<file path="src/rtl/dds_sweep_pkg.sv">
package dds_sweep_pkg;

  typedef enum logic [1:0] {
    MODE_TONE     = 2'b00,
    MODE_FSK      = 2'b01,
    MODE_CHIRP    = 2'b10,
    MODE_TONE_ALT = 2'b11
  } sweep_mode_e;

  function automatic logic mode_is_sweep(input logic [1:0] m);
    return (m == MODE_FSK) || (m == MODE_CHIRP);
  endfunction

  function automatic logic mode_is_chirp(input logic [1:0] m);
    return m == MODE_CHIRP;
  endfunction

endpackage

</file>
<file path="src/rtl/ramp_tick_gen.sv">
module ramp_tick_gen #(
  parameter int DIV_W = 20
) (
  input  logic             clk,
  input  logic             rst,
  input  logic             enable,
  input  logic             restart,
  input  logic [DIV_W-1:0] div_val,
  output logic             tick
);

  logic [DIV_W-1:0] count_q;
  logic             at_zero;

  assign at_zero = (count_q == '0);
  assign tick    = enable && !restart && at_zero;

  always_ff @(posedge clk) begin
    if (rst) begin
      count_q <= div_val;
    end else if (!enable || restart || at_zero) begin
      count_q <= div_val;
    end else begin
      count_q <= count_q - 1'b1;
    end
  end

endmodule

</file>
<file path="src/rtl/freq_ramp_acc.sv">
module freq_ramp_acc #(
  parameter int ACC_W = 48
) (
  input  logic             clk,
  input  logic             rst,
  input  logic             clear,
  input  logic             step,
  input  logic [ACC_W-1:0] delta,
  output logic [ACC_W-1:0] acc_q,
  output logic [ACC_W-1:0] acc_d
);

  always_comb begin
    if (clear) begin
      acc_d = '0;
    end else if (step) begin
      acc_d = acc_q + delta;
    end else begin
      acc_d = acc_q;
    end
  end

  always_ff @(posedge clk) begin
    if (rst) begin
      acc_q <= '0;
    end else begin
      acc_q <= acc_d;
    end
  end

endmodule

</file>
<file path="src/rtl/phase_integrator.sv">
module phase_integrator #(
  parameter int ACC_W = 48,
  parameter int OUT_W = 14
) (
  input  logic             clk,
  input  logic             rst,
  input  logic [ACC_W-1:0] freq_in,
  output logic [ACC_W-1:0] phase_q,
  output logic [OUT_W-1:0] phase_top
);

  localparam int LSB = ACC_W - OUT_W;

  always_ff @(posedge clk) begin
    if (rst) begin
      phase_q <= '0;
    end else begin
      phase_q <= phase_q + freq_in;
    end
  end

  generate
    if (OUT_W >= ACC_W) begin : g_full
      assign phase_top = OUT_W'(phase_q);
    end else begin : g_trunc
      assign phase_top = phase_q[ACC_W-1:LSB];
    end
  endgenerate

endmodule

</file>
<file path="src/rtl/dds_sweep_core.sv">
module dds_sweep_core
  import dds_sweep_pkg::*;
#(
  parameter int ACC_W = 48,
  parameter int DIV_W = 20,
  parameter int OUT_W = 14
) (
  input  logic             clk,
  input  logic             rst,
  input  logic [1:0]       mode_sel,
  input  logic             tone_sel,
  input  logic [ACC_W-1:0] f1_word,
  input  logic [ACC_W-1:0] f2_word,
  input  logic [ACC_W-1:0] delta_word,
  input  logic [DIV_W-1:0] ramp_div,
  output logic [ACC_W-1:0] phase_word,
  output logic [OUT_W-1:0] phase_trunc,
  output logic [ACC_W-1:0] freq_word
);

  logic [1:0]       mode_prev_q;
  logic             sel_prev_q;
  logic             restart;
  logic             sweep_on;
  logic             ramp_tick;
  logic [ACC_W-1:0] facc_q;
  logic [ACC_W-1:0] facc_d;
  logic [ACC_W-1:0] base_word;
  logic [ACC_W-1:0] freq_q;

  assign sweep_on = mode_is_sweep(mode_sel);
  assign restart  = (mode_sel != mode_prev_q) || (tone_sel != sel_prev_q);

  always_ff @(posedge clk) begin
    if (rst) begin
      mode_prev_q <= MODE_TONE;
      sel_prev_q  <= 1'b0;
    end else begin
      mode_prev_q <= mode_sel;
      sel_prev_q  <= tone_sel;
    end
  end

  ramp_tick_gen #(.DIV_W(DIV_W)) u_div (
    .clk     (clk),
    .rst     (rst),
    .enable  (sweep_on),
    .restart (restart),
    .div_val (ramp_div),
    .tick    (ramp_tick)
  );

  freq_ramp_acc #(.ACC_W(ACC_W)) u_facc (
    .clk   (clk),
    .rst   (rst),
    .clear (restart || !sweep_on),
    .step  (ramp_tick),
    .delta (delta_word),
    .acc_q (facc_q),
    .acc_d (facc_d)
  );

  always_comb begin
    if (mode_is_chirp(mode_sel)) begin
      base_word = f1_word;
    end else begin
      base_word = tone_sel ? f2_word : f1_word;
    end
  end

  always_ff @(posedge clk) begin
    if (rst) begin
      freq_q <= '0;
    end else begin
      freq_q <= base_word + facc_d;
    end
  end

  assign freq_word = freq_q;

  phase_integrator #(.ACC_W(ACC_W), .OUT_W(OUT_W)) u_phase (
    .clk       (clk),
    .rst       (rst),
    .freq_in   (freq_q),
    .phase_q   (phase_word),
    .phase_top (phase_trunc)
  );

endmodule

</file>
<file path="config.mk">
export PLATFORM = sky130hd
export DESIGN_NAME = dds_sweep_core
export DESIGN_NICKNAME = d
export VERILOG_FILES = /design/src/rtl/dds_sweep_pkg.sv /design/src/rtl/ramp_tick_gen.sv /design/src/rtl/freq_ramp_acc.sv /design/src/rtl/phase_integrator.sv /design/src/rtl/dds_sweep_core.sv
export SDC_FILE = /design/constraint.sdc
export NUM_CORES = 1
export LEC_CHECK = 0
export ABC_AREA = 1
export ABC_CLOCK_PERIOD_IN_PS = 5850
export BUFFER_PORTS_ARGS = -buffer_cell sky130_fd_sc_hd__buf_2
export CAP_MARGIN = 20
export CORE_MARGIN = 5
export CORE_UTILIZATION = 60
export DETAILED_ROUTE_END_ITERATION = 8
export PLACE_DENSITY_LB_ADDON = 0.25
export SLEW_MARGIN = 20
export SYNTH_ARGS = -nofsm -noshare
export SYNTH_HDL_FRONTEND = slang
export SYNTH_HIERARCHICAL = 1
export SYNTH_SLANG_ARGS = --single-unit
</file>
<file path="constraint.sdc">
create_clock -name clk -period 5.85 [get_ports clk]
set_clock_uncertainty 0.2 [all_clocks]
set_input_delay 0 -clock clk [delete_from_list [all_inputs] [get_ports clk]]
set_output_delay 0 -clock clk [all_outputs]
set_load 0.01 [all_outputs]
</file>
==> results.ini <==
[outcome]
status=finished clean

[routing]
totalWireLength_mm=65.62
dr.pass1.iters=6
vias=21790
drcViolationCount=0
vias_per_cell=5.171
post_drt_wl_per_cell_um=15.57
drtIter0Drc=2239
detail-route-antenna-nets=0

[worst_setup_path]
cp_max_fo=37
r2r_end=freq_word[44]
worst_setup_path_end_kind=flop
cp_slowest_stage_delay_ns=0.63
cpMaxStageDelayCell=dlygate4sd3_1
critPathLaunchType=input port
crit_end=freq_word[44]
critPathMostFrequentCell=nand3_1
r2r_start=u_div/count_q[0]
setup.worst_path.start=mode_sel[0]
r2r_slack_ns=1.75
cp.arrival_ns=4.67
required_ns=6.05
r2r.worst_path.cells=22
worstSetupPathType=input port to flop
crit_chain=dlygate4sd3_1 > buf_2 > inv_1 > ha_1 > or2_2 > buf_4 > mux2_2 > dlygate4sd3_1 > ha_1 > fa_1 > nand3_1 > nand3_1 > nand3_1 > nand3_1 > nand2_1 > nand3_1 > nand2_1 > inv_1 > nor2_2

[clock_tree]
clkLatencyLatePin_ns=0.46
root_buffer=clkbuf_16
numCtsBuffers=17
cts_sinks=167
cts_resized=0
clock_path_buffers=2
cts_tree=done
h-tree-depth=4
clkTransAtPathRegs_ns=0.07

[logic_synthesis]
ys_warn_count=6
yosys.area.top_type=nand2_1
yosysTopAreaCellShare_pct=23.33
synth_top_family_by_area=simple AND/OR/NAND/NOR gates
synth_nets=3794
synth_xor_area_share_pct=1.547
synthTopCellsByArea=nand2_1 23%, dfxtp_1 17%, inv_1 15%, ha_1 9.4%, nor2_1 7.6%
synth.area.mux_share_pct=2.749
synth_compound_gate_area_share_pct=7.564
synth-simple-area-share_pct=44.04
synth_area_um2=19250
ys_seq_elements=167
synth_cells=3478
syn_avg_cell_area_um2=5.536
ys_types=44
synthAdderAreaFrac_pct=9.669
synth_sequential_area_ratio_pct=17.36

[floorplanning]
core.rowCount=65
ioPinCount=279
start_util_pct=60.86
die_x_um=189.1
core_um2=31640
dieArea_um2=35770
die_y_um=189.1

[power_and_ir_drop]
p_per_area_nw_per_um2=167.9
vdd_drop_max_uv=217.1
p_leak_nw=13.45

[final_layout]
final_cell_mix=1,197 x nand2_1, 747 x inv_1, 389 x nor2_1
final_nets=4115
drive_gt1_share_pct=15.87
areaGrowthSynthToFinish_pct=14.85
utilization_pct=69.90
diodes=0
final_common_cell=nand2_1

[sta]
worstMarginPinSlew_ns=0.8760
setup-tns-final_ns=0
rsz0062_at_grt=no
fin_crit_ns=4.467
worst_slack_ns=1.383
maxSlewViolCount=0
hold_violations=0
max-slew-margin-rel_pct=41.60
fmax_ghz=0.2239
setup_violations=0
min_period_over_period_pct=76.35

[grt]
antenna_found_initial=0
grtUsageTotal_pct=35.98
grt_max_degree=84
grt_first_pass_wirelength_mm=103.2
globalRoute.totalOverflow=0
grt_pass1_vias=19870

[place]
io_buffer_count=278
place_hpwl_mm=53.67
pre_cts_ws_ns=1.826
place_congestion=1.033

[job]
max_cap_viol_count=0

[worst_hold_path]
hold_path.class=input port to flop

## critical path: cells and delay by family
family        cells  cell delay, ns
buf+inv           6            1.95
simple gates      9            1.35
fa+ha+maj         3            0.88
mux               1            0.44
## worst min path at each step
stage,from,to,slack [ns],depth (start not counted)
global placement,ramp_div[3],u_div/count_q[3],0.002,3
CTS,f2_word[14],freq_word[14],0.00005,4
global route,f2_word[14],freq_word[14],0.04,4
finish,f2_word[14],freq_word[14],0.01,4
detailed placement,ramp_div[0],u_div/count_q[0],0.003,3
floorplan,rst,u_phase/phase_q[0],-0.13,1
## synthesized netlist by cell type, drive strengths merged
master and number:
nand2 1276, inv 773, nor2 485, nand3 168, dfxtp 167, a21oi 164, ha 144, o21ai 69
mux2 47, nand4 35, buf 30, xnor2 22, clkbuf 19, nor3 16, xor2 12, o211ai 9
o21bai 9, o21a 6, a21o 5, clkinv 5, nor4 4, fa 3, a211oi 2, a31oi 2
nand3b 2, and2 1, dlygate4sd1 1, dlymetal6s2s 1, or2 1
## sequential cells by signal (all words and copies together) (netlist names)
name / cells
freq_word: 48
mode_prev_q: 2
sel_prev_q: 1
u_div/count_q: 20
u_facc/acc_q: 48
u_phase/phase_q: 48
## metrics by stage
step | instance area, µm² | total power [mW] | hold slack, ns | cells
finish | 22120 | 3.714 | 0.01082 | 4214
global route | 22120 | 3.903 | 0.04053 | 4214
CTS | 22120 | 3.697 | 0.00004724 | 4214
detailed placement | 20840 | 2.458 | 0.002517 | 4113
global placement | 20840 | 2.449 | 0.001739 | 4113
floorplan | 19250 | 2.088 | -0.1288 | 3478
## logic make-up after synthesis
logic type	after synthesis
DFF	167
buffers and inverters	829
xor gates and xnor gates	34
adders and majority gates	147
and+or+nand+nor	1988
AOI/OAI and AO/OA	266
muxes	47
## layout make-up
class                      instances  area (µm²)
clock buffer                      19       432.9
inverter                         778        2920
clock inverter                    13       155.1
fill                            3042        9522
tap                              402       503.0
sequential                       167        3343
timing repair buffer             353        2127
multi-input combinational       2482       12630
## routing by layer
metal | GRT usage, % | up-vias | part of all wire, %
li1 | - | 11120 | -
met1 | 49.45 | 9479 | 43
met3 | 5.881 | 122 | 10
met4 | 11.10 | 0 | 3.1
met5 | 0 | - | 0
met2 | 58.05 | 1072 | 43
## repair_timing
item / CTS / global route
hold buffers: 69 / 0
endpoints found under the hold margin: 50 / 0
setup buffers: 0 / 0
## report_power, final
group	leakage, nW	total [mW]	internal (mW)	switching, mW
Combinational	11.8	1.19	0.443	0.749
Clock	0.290	1.21	0.643	0.562
Sequential	1.38	1.32	1.23	0.0866
Note: power is estimated with default switching activity, not from simulation.
